[src/rtl/swf_pkg.sv]
package swf_pkg;
  localparam int FLAG_TX_EMPTY = 0;
  localparam int FLAG_RX_WORD  = 1;
  localparam int FLAG_RX_BYTE  = 2;
  localparam int FLAG_ERROR    = 3;
  localparam int NUM_FLAGS     = 4;
  localparam int WORD_BYTES    = 4;

  // Strobes from control to datapath, already qualified against levels
  typedef struct packed {
    logic       flush;
    logic [2:0] txPushCnt;
    logic       txPop;
    logic       rxPush;
    logic [2:0] rxPopCnt;
  } swf_strobe_t;
endpackage

[src/rtl/swf_byte_fifo.sv]
module swf_byte_fifo #(
  parameter int DEPTH    = 64,
  parameter int WR_BYTES = 4,
  parameter int RD_BYTES = 1,
  localparam int AW = $clog2(DEPTH),
  localparam int CW = AW + 1
) (
  input  logic                  clk,
  input  logic                  rstN,
  input  logic                  flush,
  input  logic [2:0]            pushCnt,
  input  logic [8*WR_BYTES-1:0] pushData,
  input  logic [2:0]            popCnt,
  output logic [8*RD_BYTES-1:0] peek,
  output logic [CW-1:0]         level
);
  logic [7:0]    mem [DEPTH];
  logic [AW-1:0] wrPtr, rdPtr;

  always_ff @(posedge clk) begin
    for (int i = 0; i < WR_BYTES; i++) begin
      if (!flush && (3'(i) < pushCnt)) mem[wrPtr + AW'(i)] <= pushData[8*i +: 8];
    end
  end

  always_ff @(posedge clk or negedge rstN) begin
    if (!rstN) begin
      wrPtr <= '0;
      rdPtr <= '0;
      level <= '0;
    end else if (flush) begin
      wrPtr <= '0;
      rdPtr <= '0;
      level <= '0;
    end else begin
      wrPtr <= wrPtr + AW'(pushCnt);
      rdPtr <= rdPtr + AW'(popCnt);
      level <= level + CW'(pushCnt) - CW'(popCnt);
    end
  end

  for (genvar g = 0; g < RD_BYTES; g++) begin : gPeek
    assign peek[8*g +: 8] = mem[rdPtr + AW'(g)];
  end
endmodule

[src/rtl/swf_datapath.sv]
module swf_datapath
  import swf_pkg::*;
#(
  parameter int TX_DEPTH = 64,
  parameter int RX_DEPTH = 64,
  localparam int TX_CW = $clog2(TX_DEPTH) + 1,
  localparam int RX_CW = $clog2(RX_DEPTH) + 1
) (
  input  logic              clk,
  input  logic              rstN,
  input  swf_strobe_t       strobe,
  input  logic [31:0]       wrData,
  input  logic [7:0]        rxByte,
  output logic [7:0]        txHead,
  output logic [31:0]       rxHead,
  output logic [TX_CW-1:0]  txLevel,
  output logic [RX_CW-1:0]  rxLevel
);
  swf_byte_fifo #(.DEPTH(TX_DEPTH), .WR_BYTES(WORD_BYTES), .RD_BYTES(1)) uTx (
    .clk(clk), .rstN(rstN), .flush(strobe.flush),
    .pushCnt(strobe.txPushCnt), .pushData(wrData),
    .popCnt({2'b00, strobe.txPop}), .peek(txHead), .level(txLevel)
  );

  swf_byte_fifo #(.DEPTH(RX_DEPTH), .WR_BYTES(1), .RD_BYTES(WORD_BYTES)) uRx (
    .clk(clk), .rstN(rstN), .flush(strobe.flush),
    .pushCnt({2'b00, strobe.rxPush}), .pushData(rxByte),
    .popCnt(strobe.rxPopCnt), .peek(rxHead), .level(rxLevel)
  );
endmodule

[src/rtl/swf_ctrl.sv]
module swf_ctrl
  import swf_pkg::*;
#(
  parameter int TX_DEPTH = 64,
  parameter int RX_DEPTH = 64,
  localparam int TX_CW = $clog2(TX_DEPTH) + 1,
  localparam int RX_CW = $clog2(RX_DEPTH) + 1
) (
  input  logic                 clk,
  input  logic                 rstN,
  input  logic                 softRst,
  input  logic                 pushWord,
  input  logic                 pushByte,
  input  logic                 popWord,
  input  logic                 popByte,
  input  logic                 txTake,
  input  logic                 rxStrobe,
  input  logic                 clrWr,
  input  logic [NUM_FLAGS-1:0] clrMask,
  input  logic [TX_CW-1:0]     txLevel,
  input  logic [RX_CW-1:0]     rxLevel,
  output swf_strobe_t          strobe,
  output logic [NUM_FLAGS-1:0] status
);
  logic txWordRoom, txByteRoom, rxWordHave, rxByteHave, rxFull, txHave;
  logic errEvt;
  logic [NUM_FLAGS-1:0] setBits, clrBits;

  assign txWordRoom = txLevel <= TX_CW'(TX_DEPTH - WORD_BYTES);
  assign txByteRoom = txLevel <  TX_CW'(TX_DEPTH);
  assign txHave     = txLevel != '0;
  assign rxWordHave = rxLevel >= RX_CW'(WORD_BYTES);
  assign rxByteHave = rxLevel != '0;
  assign rxFull     = rxLevel == RX_CW'(RX_DEPTH);

  always_comb begin
    strobe = '0;
    strobe.flush = softRst;
    if (!softRst) begin
      if (pushWord)      strobe.txPushCnt = txWordRoom ? 3'd4 : 3'd0;
      else if (pushByte) strobe.txPushCnt = txByteRoom ? 3'd1 : 3'd0;
      strobe.txPop  = txTake && txHave;
      strobe.rxPush = rxStrobe && !rxFull;
      if (popWord)      strobe.rxPopCnt = rxWordHave ? 3'd4 : 3'd0;
      else if (popByte) strobe.rxPopCnt = rxByteHave ? 3'd1 : 3'd0;
    end
  end

  assign errEvt = (pushWord && !txWordRoom)
               || (!pushWord && pushByte && !txByteRoom)
               || (txTake && !txHave)
               || (rxStrobe && rxFull)
               || (popWord && !rxWordHave)
               || (!popWord && popByte && !rxByteHave);

  always_comb begin
    setBits = '0;
    setBits[FLAG_TX_EMPTY] = !txHave;
    setBits[FLAG_RX_WORD]  = rxWordHave;
    setBits[FLAG_RX_BYTE]  = rxByteHave;
    setBits[FLAG_ERROR]    = errEvt;
  end

  assign clrBits = clrWr ? clrMask : '0;

  always_ff @(posedge clk or negedge rstN) begin
    if (!rstN)        status <= '0;
    else if (softRst) status <= '0;
    else              status <= (status & ~clrBits) | setBits;
  end
endmodule

[src/rtl/spi_word_fifo.sv]
module spi_word_fifo
  import swf_pkg::*;
#(
  parameter int TX_DEPTH = 64,
  parameter int RX_DEPTH = 64
) (
  input  logic        clk,
  input  logic        rstN,
  input  logic        softRst,
  input  logic        pushWord,
  input  logic        pushByte,
  input  logic [31:0] wrData,
  input  logic        popWord,
  input  logic        popByte,
  output logic [31:0] rdData,
  input  logic        clrWr,
  input  logic [3:0]  clrMask,
  output logic [3:0]  status,
  output logic [7:0]  txByte,
  output logic        txValid,
  input  logic        txTake,
  input  logic [7:0]  rxByte,
  input  logic        rxStrobe
);
  localparam int TX_CW = $clog2(TX_DEPTH) + 1;
  localparam int RX_CW = $clog2(RX_DEPTH) + 1;

  swf_strobe_t      strobe;
  logic [TX_CW-1:0] txLevel;
  logic [RX_CW-1:0] rxLevel;

  swf_ctrl #(.TX_DEPTH(TX_DEPTH), .RX_DEPTH(RX_DEPTH)) uCtrl (
    .clk(clk), .rstN(rstN), .softRst(softRst),
    .pushWord(pushWord), .pushByte(pushByte),
    .popWord(popWord), .popByte(popByte),
    .txTake(txTake), .rxStrobe(rxStrobe),
    .clrWr(clrWr), .clrMask(clrMask),
    .txLevel(txLevel), .rxLevel(rxLevel),
    .strobe(strobe), .status(status)
  );

  swf_datapath #(.TX_DEPTH(TX_DEPTH), .RX_DEPTH(RX_DEPTH)) uData (
    .clk(clk), .rstN(rstN), .strobe(strobe),
    .wrData(wrData), .rxByte(rxByte),
    .txHead(txByte), .rxHead(rdData),
    .txLevel(txLevel), .rxLevel(rxLevel)
  );

  assign txValid = txLevel != '0;
endmodule

[config.mk]
export PLATFORM = sky130hd
export DESIGN_NAME = spi_word_fifo
export DESIGN_NICKNAME = d
export VERILOG_FILES = /design/src/rtl/swf_pkg.sv /design/src/rtl/swf_byte_fifo.sv /design/src/rtl/swf_datapath.sv /design/src/rtl/swf_ctrl.sv /design/src/rtl/spi_word_fifo.sv
export SDC_FILE = /design/constraint.sdc
export NUM_CORES = 2
export LEC_CHECK = 0
export BUFFER_PORTS_ARGS = -buffer_cell sky130_fd_sc_hd__clkbuf_2
export CAP_MARGIN = 40
export CORE_ASPECT_RATIO = 1.75
export CORE_MARGIN = 2
export CORE_UTILIZATION = 45
export CTS_CLUSTER_SIZE = 14
export DETAILED_ROUTE_END_ITERATION = 6
export PLACE_DENSITY = 0.67
export SLEW_MARGIN = 20
export SYNTH_ARGS = -nofsm -noshare
export SYNTH_HDL_FRONTEND = slang
export SYNTH_SLANG_ARGS = --single-unit
[constraint.sdc]
create_clock -name clk -period 3.9 [get_ports clk]
set_input_delay 0.195 -clock clk [delete_from_list [all_inputs] [get_ports clk]]
set_output_delay 0.195 -clock clk [all_outputs]
set_load 0.01 [all_outputs]
==> Word level (Yosys, flattened, before mapping) <==
Memories as Yosys holds them, arrays and structs flattened.
Index checks and enable logic that the tools add are counted.
{ "classes": {"addsub": 14, "n_lt_le_gt_ge": 8, "eq_ne": 1, "mux": 27, "bitwise_logic": 3, "reduce_logical": 31} }
{ "ops": {"columns": ["cell", "count"], "rows": [
  ["6-bit by 2-bit adder with 6-bit output, second input constant", 4],
  ["6-bit 2-to-1 mux", 4],
  ["3-bit 2-to-1 mux", 6],
  ["1-bit logical AND", 15],
  ["7-bit 2-to-1 mux", 2],
  ["7-bit nonzero test", 2],
  ["6-bit by 1-bit adder with 6-bit output", 2],
  ["6-bit by 1-bit adder with 6-bit output, second input constant", 2],
  ["6-bit by 3-bit adder with 6-bit output", 2],
  ["1-bit 2-to-1 mux", 12],
  ["1-bit zero test", 9],
  ["4-bit 2-to-1 mux", 2],
  ["8-bit 2-to-1 mux", 1],
  ["7-bit by 1-bit adder with 7-bit output", 1],
  ["7-bit by 3-bit adder with 7-bit output", 1],
  ["7-bit == test, second input constant", 1],
  ["7-bit by 3-bit greater-or-equal comparator with 1-bit output, second input constant", 1],
  ["7-bit by 6-bit less-or-equal comparator with 1-bit output, second input constant", 1],
  ["7-bit less-than comparator, second input constant", 1],
  ["7-bit by 1-bit subtractor with 7-bit output", 1],
  ["7-bit by 3-bit subtractor with 7-bit output", 1],
  ["1-bit by 3-bit less-than comparator with 1-bit output, first input constant", 2],
  ["2-bit by 3-bit less-than comparator with 1-bit output, first input constant", 2],
  ["1-bit logical OR", 5],
  ["4 further kinds", 4]
]} }
{ "totals": {"register_bits": 42, "ramBits": 1024, "n_memories": 2} }
{ "memory_table": {"columns": ["name", "depth", "word_bits", "rd", "rd_ports_with_merged_regs", "write_ports", "line_no", "text"], "rows": [
  ["uData.uRx.mem", 64, 8, 4, 0, 1, "swf_byte_fifo.sv:17", "logic [7:0] mem [DEPTH];"],
  ["uData.uTx.mem", 64, 8, 1, 0, 4, "swf_byte_fifo.sv:17", null]
]} }

==> Longest topological paths before layout <==
{ "logic_depth": {"word_depth": 10, "mapped_depth": 16, "ltp_nobuf": 15} }

==> Cells and area by module <==
A second synthesis with hierarchy kept.
{ "unflattened": {"hier_cells": 6253, "area_unflattened_um2": 71093.2} }
{ "modules_own_cells": {"columns": ["module", "n_inst", "cells_each", "area_per_inst_um2"], "rows": [
  ["swf_byte_fifo (uData.uTx)", 1, 3955, 37011.7],
  ["swf_byte_fifo (uData.uRx)", 1, 2251, 33722.3],
  ["swf_ctrl", 1, 43, 340.3],
  ["spi_word_fifo", 1, 3, 15.0],
  ["swf_datapath", 1, 1, 3.8]
]} }

==> Least setup slack after synthesis <==
Ideal clock, no wire load.
{ "synth_timing": {"path_type": "flip-flop to output port", "start": "register uData.uRx.rdPtr[1]", "end": "output port rdData[28]", "arrival_ps": 4210, "required_time_ps": 3705, "slack_ps": -505, "path_stages_with_launch": 16, "cell_sequence": "dfrtp_1 > buf_2 > buf_2 > buf_2 > buf_2 > buf_2 > clkinv_1 > ha_1 > clkbuf_1 > buf_2 > clkbuf_1 > clkbuf_1 > mux4_2 > a211oi_1 > a211oi_1 > a31oi_1"} }
{ "synth_between": {"elab_chain_len": 2} }
{ "synth_rtl": {"columns": ["element", "line_no", "text"], "rows": [
  ["start, declared", "swf_byte_fifo.sv:18", "logic [AW-1:0] wrPtr, rdPtr;"],
  ["start signal, assigned", "swf_byte_fifo.sv:37", "rdPtr <= rdPtr + AW'(popCnt);"],
  ["6-bit by 2-bit adder with 6-bit output", "swf_byte_fifo.sv:43", "assign peek[8*g +: 8] = mem[rdPtr + AW'(g)];"],
  ["memory 64 x 8 bit", null, null],
  ["end, declared", "spi_word_fifo.sv:15", "output logic [31:0] rdData,"]
]} }
No other way between the ends.

==> Worst setup path after layout <==
{ "layout_timing": {"start": "register uData.uRx.rdPtr[1]", "end": "output port rdData[30]"} }
Same word-level chain as after synthesis.

==> flow_metrics.py <==
metrics = {
    "synth": {
        "yosys.area_share.simple": 0.103,
        "ys_seq_area_frac": 0.444,
        "syn-cell-area_sq_um": 71700,
        "synth.area.mux_share": 0.280,
        "ys_types": 95,
        "synthFlopType": "edfxtp_1",
        "synth.area.top_cells": "edfxtp_1, mux4_2, mux2i_1",
        "synth_top_area_frac": 0.429,
        "synth-seq-cells": 1066,
        "synthArstFlopShare": 0.0394,
        "synth_xor_area_frac": 0.00558,
        "synth_top_family_by_area": "multiplexers",
        "synthAdderAreaFrac": 0.00737,
        "yosysWarnings": 0,
        "synth_edf_count": 1024,
        "synth-compound-area-share": 0.122,
        "syn_nets": 5888,
        "yosysTopAreaCell": "edfxtp_1",
        "syn_inst": 5793,
        "avgSynthCellArea_sq_um": 12.4,
    },
    "setup_path": {
        "timing.rr.end": "uData.uTx.mem[4][2]",
        "crit_arrival_ns": 3.80,
        "startpoint_type": "register",
        "path_max_fanout": 15,
        "r2r-start": "uData.uTx.wrPtr[2]",
        "cp-end-kind": "output pin",
        "crit_type": "register to output pin",
        "rrSetupSlack_ns": 0.06,
        "reg2reg_depth": 7,
        "required_ns": 3.70,
    },
    "placement": {
        "place_area_sq_um": 76900,
        "numPlacedInstances": 7826,
        "dp_hpwl_um": 223000,
        "gp_congestion": 1.10,
        "pre_cts_ws_ns": 0.185,
        "port-buffer-count": 98,
    },
    "clocking": {
        "htreeDepth": 3,
        "clock_sinks": 1066,
        "cts-root-buf": "clkbuf_16",
        "insertion_delay_ns": 0.76,
        "path_clk_slew_ns": 0.07,
        "numCtsBuffers": 103,
        "cts_tree": "yes",
        "cts_buffer_depth": 3,
    },
    "pwr": {
        "p_leak_nw": 27.2,
        "power_density_nw_per_um2": 402,
        "irDropWorstVdd_mv": 0.390,
    },
    "job": {
        "maxCapViolations": 0,
    },
    "timing": {
        "setup_ws_ns": -0.0990,
        "hold_viol_final": 0,
        "tightest_slew_ns": 0.983,
        "rsz0062_at_grt": "true",
        "fin_crit_ns": 4.00,
        "fin_crit_sh": 1.03,
        "slew_viol_final": 0,
        "tns_ns": -0.451,
        "skew_ns": 0.0354,
        "finalSetupViolations": 10,
        "relSlewSlack": 0.344,
        "fmax_ghz": 0.250,
    },
    "die": {
        "chipHeight_um": 532,
        "die_area_sq_um": 163000,
        "rows": 193,
        "io_pins": 99,
        "initial_core_util": 0.453,
        "core_area_sq_um": 158000,
        "die_w_um": 306,
    },
    "finish": {
        "final_cells": 8113,
        "syn_to_final_growth_pct": 14.4,
        "final_common_cell": "edfxtp_1",
        "mostFrequentLayoutCells": "edfxtp_1, mux4_2, nand2_1, nor2_1, buf_4",
        "drive_above_1_share": 0.283,
        "fillerInstances": 13400,
        "fin_area_sq_um": 82000,
        "finalNetCount": 6061,
    },
    "global_route": {
        "grt_use_total": 0.393,
        "grt_first_pass_wirelength_um": 451000,
        "grt_max_degree": 96,
        "antenna_found_initial": 28,
        "grt_pass1_vias": 58300,
        "grt-ovfl-total": 0,
    },
    "outcome": {
        "failed_checks": "DRC, setup timing",
        "status": "finished, violations left",
    },
    "routing": {
        "drtIter0Drc": 9180,
        "drc_errors": 1,
        "routed_wl_um": 328000,
        "dr_total_vias": 61100,
        "ant_nets": 0,
        "viasPerCell": 7.53,
        "drt_pass1_iterations": 7,
        "wl_per_cell_um": 40.5,
    },
    "hold_path": {
        "hold_path_class": "primary input to async pin",
    },
}
-- Yosys cell counts, types with 118 or more instances --
library cell  count
edfxtp_1       1024
mux4_2          687
nand2_1         548
nor2_1          493
clkbuf_1        409
mux2i_1         403
o22ai_1         216
a21oi_1         193
o21ai_0         160
a211oi_1        156
a221oi_1        147
and3_1          143
buf_2           118
-- worst max path at each step --
stage                               end  cells after the start               start  slack [ns]
floorplan                    rdData[28]                     15  uData.uRx.rdPtr[0]        0.02
global placement     uData.uRx.level[6]                     15  uData.uRx.level[4]       -0.16
detailed placement  uData.uTx.mem[4][6]                      7  uData.uTx.wrPtr[2]        0.18
CTS                           rdData[3]                      9  uData.uRx.rdPtr[1]        -0.1
global route                  rdData[9]                      9  uData.uRx.rdPtr[1]       -0.17
finish                       rdData[30]                     10  uData.uRx.rdPtr[1]        -0.1
-- registers in the layout, indices dropped and copies added, names as in the netlist --
register         flops
uData.uRx.level      7
uData.uRx.rdPtr      6
uData.uTx.level      7
uData.uTx.rdPtr      6
uCtrl.status         4
uData.uTx.wrPtr      6
uData.uRx.mem      512
uData.uTx.mem      512
uData.uRx.wrPtr      6
-- layout make-up --
type                            count  area (sq um)  area share
Sequential cell                  1066         31800       0.388
Inverter                           45           170     0.00208
Antenna cell                       15          37.5    0.000458
Clock buffer                      125          2740      0.0335
Clock inverter                     65           688     0.00839
Tap cell                         2047          2560      0.0312
Multi-Input combinational cell   4067         37700       0.459
Timing Repair Buffer              683          6310      0.0770
-- cells by family after synthesis --
kind of cell,count (synthesis)
mux,1143
simple gates,1607
xor+xnor,44
fa+ha+maj,41
compound gates,1232
flops,1066
buf+inv,660
-- metal layers --
metal  routed length (um)  vias up  global-route usage
li1                     -    23700                   -
met1                91400    29900               0.396
met2               157000     5540               0.653
met3                36300     1837              0.0941
met4                43700       26               0.395
met5                  177        -                   0
-- stage by stage --
stage	total power, mW	utilization	hold slack (ns)
after floorplan	18.1	-	-0.101
after global routing	33.5	0.518	0.0344
after global placement	21.3	0.485	0.295
after detailed placement	21.4	0.486	0.289
after CTS	32.1	0.512	0.000451
final	32.9	0.518	0.0388
-- critical path: stages (launching register included) --
cell and delay, ns:
dfrtp_4 0.48, clkinv_2 0.12, ha_4 0.33, buf_12 0.11
buf_16 0.15, buf_4 0.14, buf_4 0.10, mux4_2 0.30
mux4_2 0.62, mux4_2 0.54, clkbuf_2 0.16
-- power breakdown --
group | total (mW) | internal [mW] | switching, mW
Combinational | 9.36 | 3.79 | 5.57
Sequential | 12.9 | 12.7 | 0.141
Clock | 10.7 | 5.87 | 4.81
Total | 32.9 | 22.4 | 10.5
-- what timing repair did --
item | CTS | global route
hold endpoints to repair | 65 | 0
endpoints found under the setup margin | 30 | 30
gates resized for setup | 35 | 73
pin swaps | 3 | 6
cloned | 5 | 11
buffers inserted | 18 | 24
hold buffers | 13 | 0
Note: power is estimated with default switching activity, not from simulation.
